<file path="src/rtl/uart_iid_pkg.sv">
package uart_iid_pkg;

  // Source code carried in iir[2:1]
  typedef enum logic [1:0] {
    SRC_MODEM  = 2'b00,
    SRC_TXREQ  = 2'b01,
    SRC_RXDATA = 2'b10,
    SRC_LINE   = 2'b11
  } iid_src_e;

  // Positions inside the enable vector
  localparam int EN_RX    = 0;
  localparam int EN_TX    = 1;
  localparam int EN_LINE  = 2;
  localparam int EN_MODEM = 3;
  localparam int EN_W     = 4;

  // Number of sticky set/clear sources (line error, modem change)
  localparam int N_STICKY = 2;
  localparam int STK_LINE  = 0;
  localparam int STK_MODEM = 1;

  typedef struct packed {
    logic line;
    logic rxdata;
    logic timeout;
    logic txreq;
    logic modem;
  } iid_req_t;

  localparam logic [3:0] NIB_IDLE = 4'b0001;

  // Priority encode the enabled requests into the low nibble.
  function automatic logic [3:0] iid_encode(iid_req_t r);
    logic [3:0] nib;
    if (r.line)
      nib = {1'b0, SRC_LINE, 1'b0};
    else if (r.rxdata || r.timeout)
      nib = {r.timeout, SRC_RXDATA, 1'b0};
    else if (r.txreq)
      nib = {1'b0, SRC_TXREQ, 1'b0};
    else if (r.modem)
      nib = {1'b0, SRC_MODEM, 1'b0};
    else
      nib = NIB_IDLE;
    return nib;
  endfunction

endpackage

</file>
<file path="src/rtl/uart_iid_sticky.sv">
module uart_iid_sticky (
  input  logic clk,
  input  logic rst_n,
  input  logic set_i,
  input  logic clr_i,
  output logic flag_o
);

  logic flag_q;

  // A set in the same cycle as a clear keeps the flag
  always_ff @(posedge clk) begin
    if (!rst_n) flag_q <= 1'b0;
    else        flag_q <= set_i | (flag_q & ~clr_i);
  end

  assign flag_o = flag_q;

  // a set always lands, even against a clear
  p_sticky_set_r3: assert property (@(posedge clk) disable iff (!rst_n)
    set_i |=> flag_o);

  // a lone clear drops the flag
  p_sticky_clr_r8: assert property (@(posedge clk) disable iff (!rst_n)
    (clr_i && !set_i) |=> !flag_o);

  // without either strobe the flag keeps its value
  p_sticky_hold_r3: assert property (@(posedge clk) disable iff (!rst_n)
    (!clr_i && !set_i && flag_o) |=> flag_o);

endmodule

</file>
<file path="src/rtl/uart_iid_rx.sv">
module uart_iid_rx #(
  parameter int LVL_W = 5
) (
  input  logic             clk,
  input  logic             rst_n,
  input  logic             fifo_mode,
  input  logic             rx_full,
  input  logic [LVL_W-1:0] rx_level,
  input  logic [LVL_W-1:0] rx_trig,
  input  logic             rx_tmo,
  input  logic             rx_rd,
  input  logic             rx_flush,
  output logic             data_ready_o,
  output logic             tmo_o
);

  // Trigger reached: something stored and at or above the trigger level
  function automatic logic level_reached(logic [LVL_W-1:0] lvl,
                                         logic [LVL_W-1:0] trig);
    return (lvl != '0) && (lvl >= trig);
  endfunction

  logic tmo_q;
  logic fifo_nonempty_w;
  logic tmo_set_w;
  logic tmo_keep_w;

  assign fifo_nonempty_w = (rx_level != '0);
  assign data_ready_o    = fifo_mode ? level_reached(rx_level, rx_trig) : rx_full;

  // Timeout is a FIFO-mode feature; a flush beats a new timeout
  assign tmo_set_w  = fifo_mode & rx_tmo & fifo_nonempty_w & ~rx_flush;
  assign tmo_keep_w = fifo_mode & tmo_q & ~rx_rd & ~rx_flush;

  always_ff @(posedge clk) begin
    if (!rst_n) tmo_q <= 1'b0;
    else        tmo_q <= tmo_set_w | tmo_keep_w;
  end

  assign tmo_o = tmo_q;

  // flush always clears the timeout
  p_tmo_flush_r5: assert property (@(posedge clk) disable iff (!rst_n)
    rx_flush |=> !tmo_o);

  // no timeout survives outside FIFO mode
  p_tmo_mode_r5: assert property (@(posedge clk) disable iff (!rst_n)
    !fifo_mode |=> !tmo_o);

  // a timeout strobe on an empty FIFO creates nothing
  p_tmo_empty_r5: assert property (@(posedge clk) disable iff (!rst_n)
    (rx_tmo && !fifo_nonempty_w && !tmo_o) |=> !tmo_o);

  // in non-FIFO mode the ready level tracks the full flag
  p_nf_ready_r4: assert property (@(posedge clk) disable iff (!rst_n)
    (!fifo_mode && !rx_full) |-> !data_ready_o);

endmodule

</file>
<file path="src/rtl/uart_iid_tx.sv">
module uart_iid_tx #(
  parameter int FIFO_DEPTH = 16,
  parameter int LVL_W      = 5
) (
  input  logic             clk,
  input  logic             rst_n,
  input  logic             fifo_mode,
  input  logic [LVL_W-1:0] tx_level,
  input  logic             thr_empty,
  input  logic             tx_wr,
  input  logic             iir_rd,
  input  logic             tx_shown,
  output logic             req_o,
  output logic             rise_o
);

  localparam logic [LVL_W-1:0] HALF_MARK = LVL_W'(FIFO_DEPTH / 2);

  // Room for at least half the FIFO
  function automatic logic has_room(logic [LVL_W-1:0] lvl);
    return lvl <= HALF_MARK;
  endfunction

  logic cond_w;
  logic cond_q;
  logic req_q;
  logic ack_w;

  assign cond_w = fifo_mode ? has_room(tx_level) : thr_empty;
  assign rise_o = cond_w & ~cond_q;
  assign ack_w  = tx_wr | (iir_rd & tx_shown);

  always_ff @(posedge clk) begin
    if (!rst_n) begin
      cond_q <= 1'b0;
      req_q  <= 1'b0;
    end else begin
      cond_q <= cond_w;
      req_q  <= rise_o | (req_q & ~ack_w);
    end
  end

  assign req_o = req_q;

  // a rising condition raises the request
  p_tx_rise_r6: assert property (@(posedge clk) disable iff (!rst_n)
    rise_o |=> req_o);

  // a write without a new rise drops the request
  p_tx_wr_r7: assert property (@(posedge clk) disable iff (!rst_n)
    (tx_wr && !rise_o) |=> !req_o);

  // reading the identification while another source shows keeps it
  p_tx_keep_r7: assert property (@(posedge clk) disable iff (!rst_n)
    (req_o && iir_rd && !tx_shown && !tx_wr) |=> req_o);

endmodule

</file>
<file path="src/rtl/uart_iid_prio.sv">
module uart_iid_prio
  import uart_iid_pkg::*;
(
  input  logic       clk,
  input  logic       rst_n,
  input  logic       line_rep,
  input  logic       rx_rep,
  input  logic       tmo_rep,
  input  logic       tx_rep,
  input  logic       modem_rep,
  input  logic       fifo_mode,
  input  logic       baud_locked,
  output logic [7:0] iir_o,
  output logic       tx_shown_o
);

  iid_req_t   req_w;
  logic [3:0] nib_w;

  assign req_w.line    = line_rep;
  assign req_w.rxdata  = rx_rep;
  assign req_w.timeout = tmo_rep;
  assign req_w.txreq   = tx_rep;
  assign req_w.modem   = modem_rep;

  assign nib_w      = iid_encode(req_w);
  assign tx_shown_o = (nib_w == {1'b0, SRC_TXREQ, 1'b0});

  // Upper bits carry mode and lock status, not priority
  assign iir_o = {fifo_mode, fifo_mode, 1'b0, baud_locked, nib_w};

  // line error masks everything below
  p_line_first_r2: assert property (@(posedge clk) disable iff (!rst_n)
    line_rep |-> (iir_o[3:0] == 4'b0110));

  // nothing requested reads idle
  p_idle_r1: assert property (@(posedge clk) disable iff (!rst_n)
    !(line_rep || rx_rep || tmo_rep || tx_rep || modem_rep) |-> (iir_o[3:0] == 4'b0001));

  // receive side outranks the transmit request
  p_rx_over_tx_r6: assert property (@(posedge clk) disable iff (!rst_n)
    (rx_rep && !line_rep) |-> !tx_shown_o);

  // modem only shows when it is the sole request
  p_modem_last_r8: assert property (@(posedge clk) disable iff (!rst_n)
    (iir_o[3:0] == 4'b0000) |-> (modem_rep && !line_rep && !rx_rep && !tx_rep));

endmodule

</file>
<file path="src/rtl/uart_iid_top.sv">
module uart_iid_top
  import uart_iid_pkg::*;
#(
  parameter int FIFO_DEPTH = 16,
  parameter int LVL_W      = $clog2(FIFO_DEPTH + 1)
) (
  input  logic             clk,
  input  logic             rst_n,
  input  logic             fifo_mode,
  input  logic [EN_W-1:0]  ien,
  input  logic [3:0]       line_err,
  input  logic             modem_chg,
  input  logic             rx_full,
  input  logic [LVL_W-1:0] rx_level,
  input  logic [LVL_W-1:0] rx_trig,
  input  logic             rx_tmo,
  input  logic             rx_rd,
  input  logic             rx_flush,
  input  logic [LVL_W-1:0] tx_level,
  input  logic             thr_empty,
  input  logic             tx_wr,
  input  logic             iir_rd,
  input  logic             lsr_rd,
  input  logic             msr_rd,
  input  logic             baud_locked,
  output logic [7:0]       iir,
  output logic             irq
);

  // Sticky sources: line error and modem change
  logic [N_STICKY-1:0] stk_set_w;
  logic [N_STICKY-1:0] stk_clr_w;
  logic [N_STICKY-1:0] stk_flag_w;

  assign stk_set_w[STK_LINE]  = |line_err;
  assign stk_clr_w[STK_LINE]  = lsr_rd;
  assign stk_set_w[STK_MODEM] = modem_chg;
  assign stk_clr_w[STK_MODEM] = msr_rd;

  for (genvar g = 0; g < N_STICKY; g++) begin : g_sticky
    uart_iid_sticky u_flag (
      .clk    (clk),
      .rst_n  (rst_n),
      .set_i  (stk_set_w[g]),
      .clr_i  (stk_clr_w[g]),
      .flag_o (stk_flag_w[g])
    );
  end

  logic rx_ready_w;
  logic tmo_w;
  logic tx_req_w;
  logic tx_rise_w;
  logic tx_shown_w;

  uart_iid_rx #(.LVL_W(LVL_W)) u_rx (
    .clk          (clk),
    .rst_n        (rst_n),
    .fifo_mode    (fifo_mode),
    .rx_full      (rx_full),
    .rx_level     (rx_level),
    .rx_trig      (rx_trig),
    .rx_tmo       (rx_tmo),
    .rx_rd        (rx_rd),
    .rx_flush     (rx_flush),
    .data_ready_o (rx_ready_w),
    .tmo_o        (tmo_w)
  );

  uart_iid_tx #(.FIFO_DEPTH(FIFO_DEPTH), .LVL_W(LVL_W)) u_tx (
    .clk       (clk),
    .rst_n     (rst_n),
    .fifo_mode (fifo_mode),
    .tx_level  (tx_level),
    .thr_empty (thr_empty),
    .tx_wr     (tx_wr),
    .iir_rd    (iir_rd),
    .tx_shown  (tx_shown_w),
    .req_o     (tx_req_w),
    .rise_o    (tx_rise_w)
  );

  // Enable gating: latched state is kept, only reporting is masked
  logic line_rep_w, rx_rep_w, tmo_rep_w, tx_rep_w, modem_rep_w;

  assign line_rep_w  = stk_flag_w[STK_LINE]  & ien[EN_LINE];
  assign modem_rep_w = stk_flag_w[STK_MODEM] & ien[EN_MODEM];
  assign tmo_rep_w   = tmo_w & ien[EN_RX];
  assign rx_rep_w    = rx_ready_w & ien[EN_RX];
  assign tx_rep_w    = tx_req_w & ien[EN_TX];

  uart_iid_prio u_prio (
    .clk         (clk),
    .rst_n       (rst_n),
    .line_rep    (line_rep_w),
    .rx_rep      (rx_rep_w),
    .tmo_rep     (tmo_rep_w),
    .tx_rep      (tx_rep_w),
    .modem_rep   (modem_rep_w),
    .fifo_mode   (fifo_mode),
    .baud_locked (baud_locked),
    .iir_o       (iir),
    .tx_shown_o  (tx_shown_w)
  );

  assign irq = ~iir[0];

  // a raised interrupt always has an enabled cause behind it
  p_irq_cause_r11: assert property (@(posedge clk) disable iff (!rst_n)
    irq |-> (line_rep_w || rx_rep_w || tmo_rep_w || tx_rep_w || modem_rep_w));

  // reading the identification while it shows the transmit code acks it
  p_iir_ack_r7: assert property (@(posedge clk) disable iff (!rst_n)
    (iir_rd && iir[3:0] == 4'b0010 && !tx_rise_w) |=> !tx_req_w);

  // a masked line error is never shown
  p_mask_line_r9: assert property (@(posedge clk) disable iff (!rst_n)
    !ien[EN_LINE] |-> (iir[3:0] != 4'b0110));

  // the timeout bit only appears with the received-data code
  p_tmo_code_r5: assert property (@(posedge clk) disable iff (!rst_n)
    iir[3] |-> (iir[2:0] == 3'b100));

  // reserved bit stays low
  p_reserved_r10: assert property (@(posedge clk) disable iff (!rst_n)
    !iir[5]);

endmodule

</file>
<file path="config.mk">
export PLATFORM = sky130hd
export DESIGN_NAME = uart_iid_top
export DESIGN_NICKNAME = d
export VERILOG_FILES = /design/src/rtl/uart_iid_pkg.sv /design/src/rtl/uart_iid_sticky.sv /design/src/rtl/uart_iid_rx.sv /design/src/rtl/uart_iid_tx.sv /design/src/rtl/uart_iid_prio.sv /design/src/rtl/uart_iid_top.sv
export SDC_FILE = /design/constraint.sdc
export NUM_CORES = 1
export LEC_CHECK = 0
export ABC_AREA = 1
export ABC_CLOCK_PERIOD_IN_PS = 1100
export BUFFER_PORTS_ARGS = -buffer_cell sky130_fd_sc_hd__buf_4
export CORE_UTILIZATION = 35
export DETAILED_ROUTE_END_ITERATION = 6
export PLACE_DENSITY_LB_ADDON = 0.08
export SYNTH_ARGS = -nofsm -noshare
export SYNTH_HDL_FRONTEND = slang
export SYNTH_SLANG_ARGS = --single-unit
</file>
<file path="constraint.sdc">
create_clock -name clk -period 1.1 [get_ports clk]
set_input_delay 0 -clock clk [delete_from_list [all_inputs] [get_ports clk]]
set_output_delay 0 -clock clk [all_outputs]
set_load 0.02 [all_outputs]
</file>
Word level (Yosys, flattened, before mapping)
Cells that the tools add are included.
Cells by class
  equality and inequality tests: 1
  bitwise logic cells: 28
  mux-type cells: 6
  reduce and logical (&&, ||, !) cells: 4
  order comparisons: 2
Operator list (number)
  AND 1 bit: 16
  2-to-1 mux 4 bit: 3
  NOT 1 bit: 7
  >= comparator 5 bit: 1
  <= comparator 5 x 4 -> 1 bit (second input constant): 1
  bitwise OR 1 bit: 5
  nonzero test 5 bit: 1
  == test 4 x 2 -> 1 bit (second input constant): 1
  OR reduction 4 bit: 1
  2-to-1 mux 1 bit: 3
  logical AND 1 bit: 1
  logical OR 1 bit: 1
Word-level totals
  bits of input ports: 37
  flip-flop bits (word level): 5
  output and inout port bits: 9

Logic depth before layout (Yosys ltp)
  depth in word-level cells: 13
  depth in mapped cells: 14
  gate-level depth less buffers: 14

Hierarchy
Synthesis repeated with hierarchy kept, for this count alone.
Second synthesis, totals
  cell total of the unflattened synthesis: 102
  area total of the unflattened synthesis: 585.6 um^2
Modules (own cells, without submodules)
  uart_iid_rx: area each 227.7 um^2, cells an instance 40, instances 1, seq. area each 20.0 um^2
  uart_iid_tx: area each 121.4 um^2, cells an instance 19, instances 1, seq. area each 40.0 um^2
  uart_iid_prio: area each 96.3 um^2, cells an instance 17, instances 1, seq. area each 0.0 um^2
  uart_iid_sticky: area each 43.8 um^2, cells an instance 6, instances 2, seq. area each 20.0 um^2
  uart_iid_top: area each 52.6 um^2, cells an instance 14, instances 1, seq. area each 0.0 um^2

Worst setup path before layout
OpenSTA, ideal clock, no wires.
  kind: input to output
  from: in rx_trig[2]
  to: out irq
  cell stages on the path: 14
  setup slack: -0.118 ns
  data arrival time: 1.218 ns
  data required time: 1.100 ns
  path through: inv_1 -> ha_1 -> nand2_1 -> inv_1 -> nand2_1 -> nand2_1 -> nand2_1 -> nand2_1 -> nand2_1 -> nand2_2 -> a21boi_2 -> nand2_2 -> nor2_4 -> inv_2
On the way
  word-level cells in the longest chain between the ends: 8
Ends and longest elaborated chain
  from (decl): RTL line uart_iid_top.sv:15  | input logic [LVL_W-1:0] rx_trig,
  >= comparator 5 bit: RTL line uart_iid_rx.sv:20  | return (lvl != '0) && (lvl >= trig);
  logical AND 1 bit: RTL line uart_iid_rx.sv:20
  2-to-1 mux 1 bit: RTL line uart_iid_rx.sv:29  | assign data_ready_o = fifo_mode ? level_reached(rx_level, rx_trig) : rx_full;
  AND 1 bit: RTL line uart_iid_top.sv:89  | assign rx_rep_w = rx_ready_w & ien[EN_RX];
  logical OR 1 bit: RTL line uart_iid_pkg.sv:38  | else if (r.rxdata || r.timeout)
  2-to-1 mux 4 bit: RTL line uart_iid_pkg.sv:38
  2-to-1 mux 4 bit: RTL line uart_iid_pkg.sv:36  | if (r.line)
  net iir[0]: RTL line uart_iid_top.sv:26  | output logic [7:0] iir,
  NOT 1 bit: RTL line uart_iid_top.sv:106  | assign irq = ~iir[0];
  to (decl): RTL line uart_iid_top.sv:27  | output logic irq
The timed path passes the listed nets, and every way through them passes these cells.

Final worst setup path
  from: in rx_level[0]
  to: out irq
On the way
  word-level cells in the longest chain between the ends: 8
Ends and longest elaborated chain
  from (decl): RTL line uart_iid_top.sv:14  | input logic [LVL_W-1:0] rx_level,
  >= comparator 5 bit / nonzero test 5 bit (equally long branches): RTL line uart_iid_rx.sv:20
  logical AND 1 bit *: RTL line uart_iid_rx.sv:20
  2-to-1 mux 1 bit *: RTL line uart_iid_rx.sv:29
  AND 1 bit *: RTL line uart_iid_top.sv:89
  logical OR 1 bit *: RTL line uart_iid_pkg.sv:38
  2-to-1 mux 4 bit *: RTL line uart_iid_pkg.sv:38
  2-to-1 mux 4 bit *: RTL line uart_iid_pkg.sv:36
  NOT 1 bit *: RTL line uart_iid_top.sv:106
Every way passes the cells marked *; elsewhere a longest branch is shown, timed or not.

==> results by group <==
Status
  • Status: complete, but fails checks
  • Failing checks: negative setup slack

Yosys
  • Gate Count Post-Synth: 81
  • Yosys reg bits: 5
  • Seq/Total Area, Yosys: 0.199
  • Synth Warn #: 0
  • Syn Area/Cell: 6.21 um^2
  • Synth Net Count: 123
  • Mapped Area: 503 um^2
  • Yosys cell types: 21

Setup path
  • Data required time at the worst endpoint: 1.10 ns
  • Startpoint Class: primary input
  • Max FO, Critical Path: 2
  • Slowest CP cell: ha_4
  • Cell breakdown of the critical path: buf_8 -> inv_4 -> ha_4 -> inv_2 -> nand2_2 -> nand2_2 -> nand2_1 -> nand2_1 -> nand2_1 -> nand2_1 -> nand2_2 -> a21boi_2 -> nand2_2 -> nor2_4 -> inv_2 -> buf_6
  • Crit-path leading delay family: simple AND/OR/NAND/NOR gates
  • CP Capture Type: output port
  • Worst Path Arrival: 1.26 ns
  • CP bufs+invs: 5
  • Critical Path Max Stage Delay: 0.19 ns
  • Critical path type: in2out

Global routing
  • Largest net degree at the start of global routing: 6
  • Vias in the first global route: 533
  • Met3 usage: 0.0341
  • First-pass GRT wire length: 1.90 mm
  • GRT overflow: 0
  • GR peak layer: met2
  • Initial antenna violation count: 0
  • Global-route met1 utilization: 0.215
  • GRT Overall Usage: 0.175
  • GR Util met2: 0.302

Floorplan
  • Die Y: 39.9 um
  • Die ar.: 0.00159 mm^2
  • Initial Util: 0.382
  • # rows: 13
  • Ports: 46
  • Die W: 39.9 um
  • Core region area: 0.00132 mm^2

Placement
  • Final GP Congestion: 0.766
  • HPWL after DPL: 1.04 mm
  • Port Buf Inserts: 42
  • Post-Place Cells: 134
  • Worst slack, placed: -0.258 ns

Timing
  • Setup violations, final: 4
  • RSZ-0062 raised after global routing: yes
  • Final setup TNS: -0.414 ns
  • Final worst slack: -0.164 ns
  • Final Cycle Share: 1.15
  • Worst Skew: 0.00290 ns
  • Maximum clock rate: 0.791 GHz
  • Final Hold Vio Count: 0
  • Crit path time final: 1.26 ns
  • Slew Viols, Final: 0

Clocking
  • Clk sinks: 5
  • H-Tree Depth: 1
  • Root Driver: clkbuf_4
  • CTS tree: done
  • Max Root-Sink Buffers: 2
  • Post CTS Setup Buffer Count: 0
  • CTS buffer count: 3
  • Worst-Skew Late Latency: 0.24 ns

Routing
  • Post-DRT Antenna Nets: 0
  • Initial DRC count: 9
  • DRT Wirelength: 1.23 mm
  • Initial DRT Pass Iterations: 2
  • Via count: 624
  • DR vias/cell: 4.43
  • # DRC: 0
  • Wire per inst: 8.73 um

Hold path
  • Hold Path Class: in2out

Power
  • Peak VDD IR: 0.574 mV
  • Leak: 0.545 nW
  • Pwr/cell area: 770 mW/mm^2

Cells and area
  • Area grow syn2layout: 94.0%
  • Layout Nets: 169
  • Antenna diodes: 0
  • Share of layout cells above drive strength 1: 0.532
  • Non-Filler Instances: 141
  • Core Util, Final: 0.741

Run
  • Maxcap violations: 0
metal layers:
| layer | wire [um] | vias to the layer above |
|---|---|---|
| li1 | - | 330 |
| met1 | 484 | 264 |
| met2 | 637 | 30 |
| met3 | 108 | 0 |
| met4 | 0 | 0 |
| met5 | 0 | - |
cells by family after synthesis:
kind of cell | Yosys count | share of synthesized area
other cells | 1 | 0.00746
buf+inv | 24 | 0.209
flops | 5 | 0.199
simple gates | 38 | 0.341
fa+ha+maj | 5 | 0.124
compound gates | 8 | 0.119
power breakdown:
group | switching (mW) | internal [mW]
Sequential | 0.00524 | 0.193
Combinational | 0.150 | 0.196
Clock | 0.0712 | 0.137
Yosys cell counts:
| cell type | instances | share of area |
|---|---|---|
| nor3b_1 | 1 | 0.015 |
| nand2_2 | 2 | 0.025 |
| nor2_1 | 8 | 0.060 |
| a21oi_1 | 2 | 0.020 |
| inv_1 | 17 | 0.13 |
| o21a_2 | 1 | 0.017 |
| buf_4 | 4 | 0.060 |
| o31ai_1 | 1 | 0.015 |
| dfxtp_1 | 5 | 0.20 |
| nor2_4 | 1 | 0.022 |
| nand3b_2 | 1 | 0.022 |
| a22o_1 | 1 | 0.017 |
| o21ai_1 | 1 | 0.0099 |
| conb_1 | 1 | 0.0075 |
| nand4_1 | 1 | 0.012 |
| a21boi_2 | 1 | 0.022 |
| ha_1 | 5 | 0.12 |
| inv_2 | 3 | 0.022 |
| a2111oi_0 | 1 | 0.017 |
| nor4_1 | 1 | 0.012 |
| nand2_1 | 23 | 0.17 |
repair_timing:
item	CTS	global route
hold buffers	3	0
setup endpoints to repair	4	4
pin swaps	12	0
gates resized for setup	11	4
endpoints found under the hold margin	4	0
stage by stage:
step | hold WS, ns | power, mW | area [um^2]
after floorplan | 0.0897 | 0.362 | 559
after global placement | 0.000306 | 0.499 | 863
after detailed placement | 0.000306 | 0.505 | 863
after CTS | 0.000306 | 0.749 | 963
after global routing | 0.0000991 | 0.810 | 976
final | 0.000153 | 0.752 | 976
final cells by class:
| type | count | area [um^2] |
|---|---|---|
| clock buffers | 4 | 26.3 |
| fillers | 117 | 342 |
| inverters | 20 | 92.6 |
| multi-input cells | 52 | 363 |
| flip-flops and latches | 5 | 100 |
| well taps | 15 | 18.8 |
| repair buffers | 45 | 375 |
flip-flops by register name, summed over array words and instances, names as in the netlist:
name                    cells
g_sticky.u_flag.flag_o      2
u_rx.tmo_o                  1
u_tx.cond_q                 1
u_tx.req_o                  1
layout by cell type (no fill, tap or decap), types with 2 or more instances in the layout:
cell           Yosys  routed
dfxtp_1            5       5
inv_4              0       2
nand2_1           23      20
a21oi_2            0       2
buf_8              0       2
buf_6              0       4
ha_4               0       4
inv_2              3       4
clkbuf_4           0       3
nor2_1             8       8
inv_1             17      13
nand2_2            2       5
dlygate4sd3_1      0       3
buf_4              4      36
final timing paths:
check | slack (ns) | cells past startpoint | end | start
max | -0.16 | 16 | irq | rx_level[0]
min | 0.0002 | 0 | iir[4] | baud_locked
max reg2reg | 0.20 | 6 | u_tx.req_o$_SDFF_PN0_ | g_sticky[0].u_flag.flag_o$_SDFF_PN0_
min reg2reg | 0.45 | 3 | u_tx.req_o$_SDFF_PN0_ | u_tx.cond_q$_SDFF_PN0_
Power figures use the tool's default switching activity.
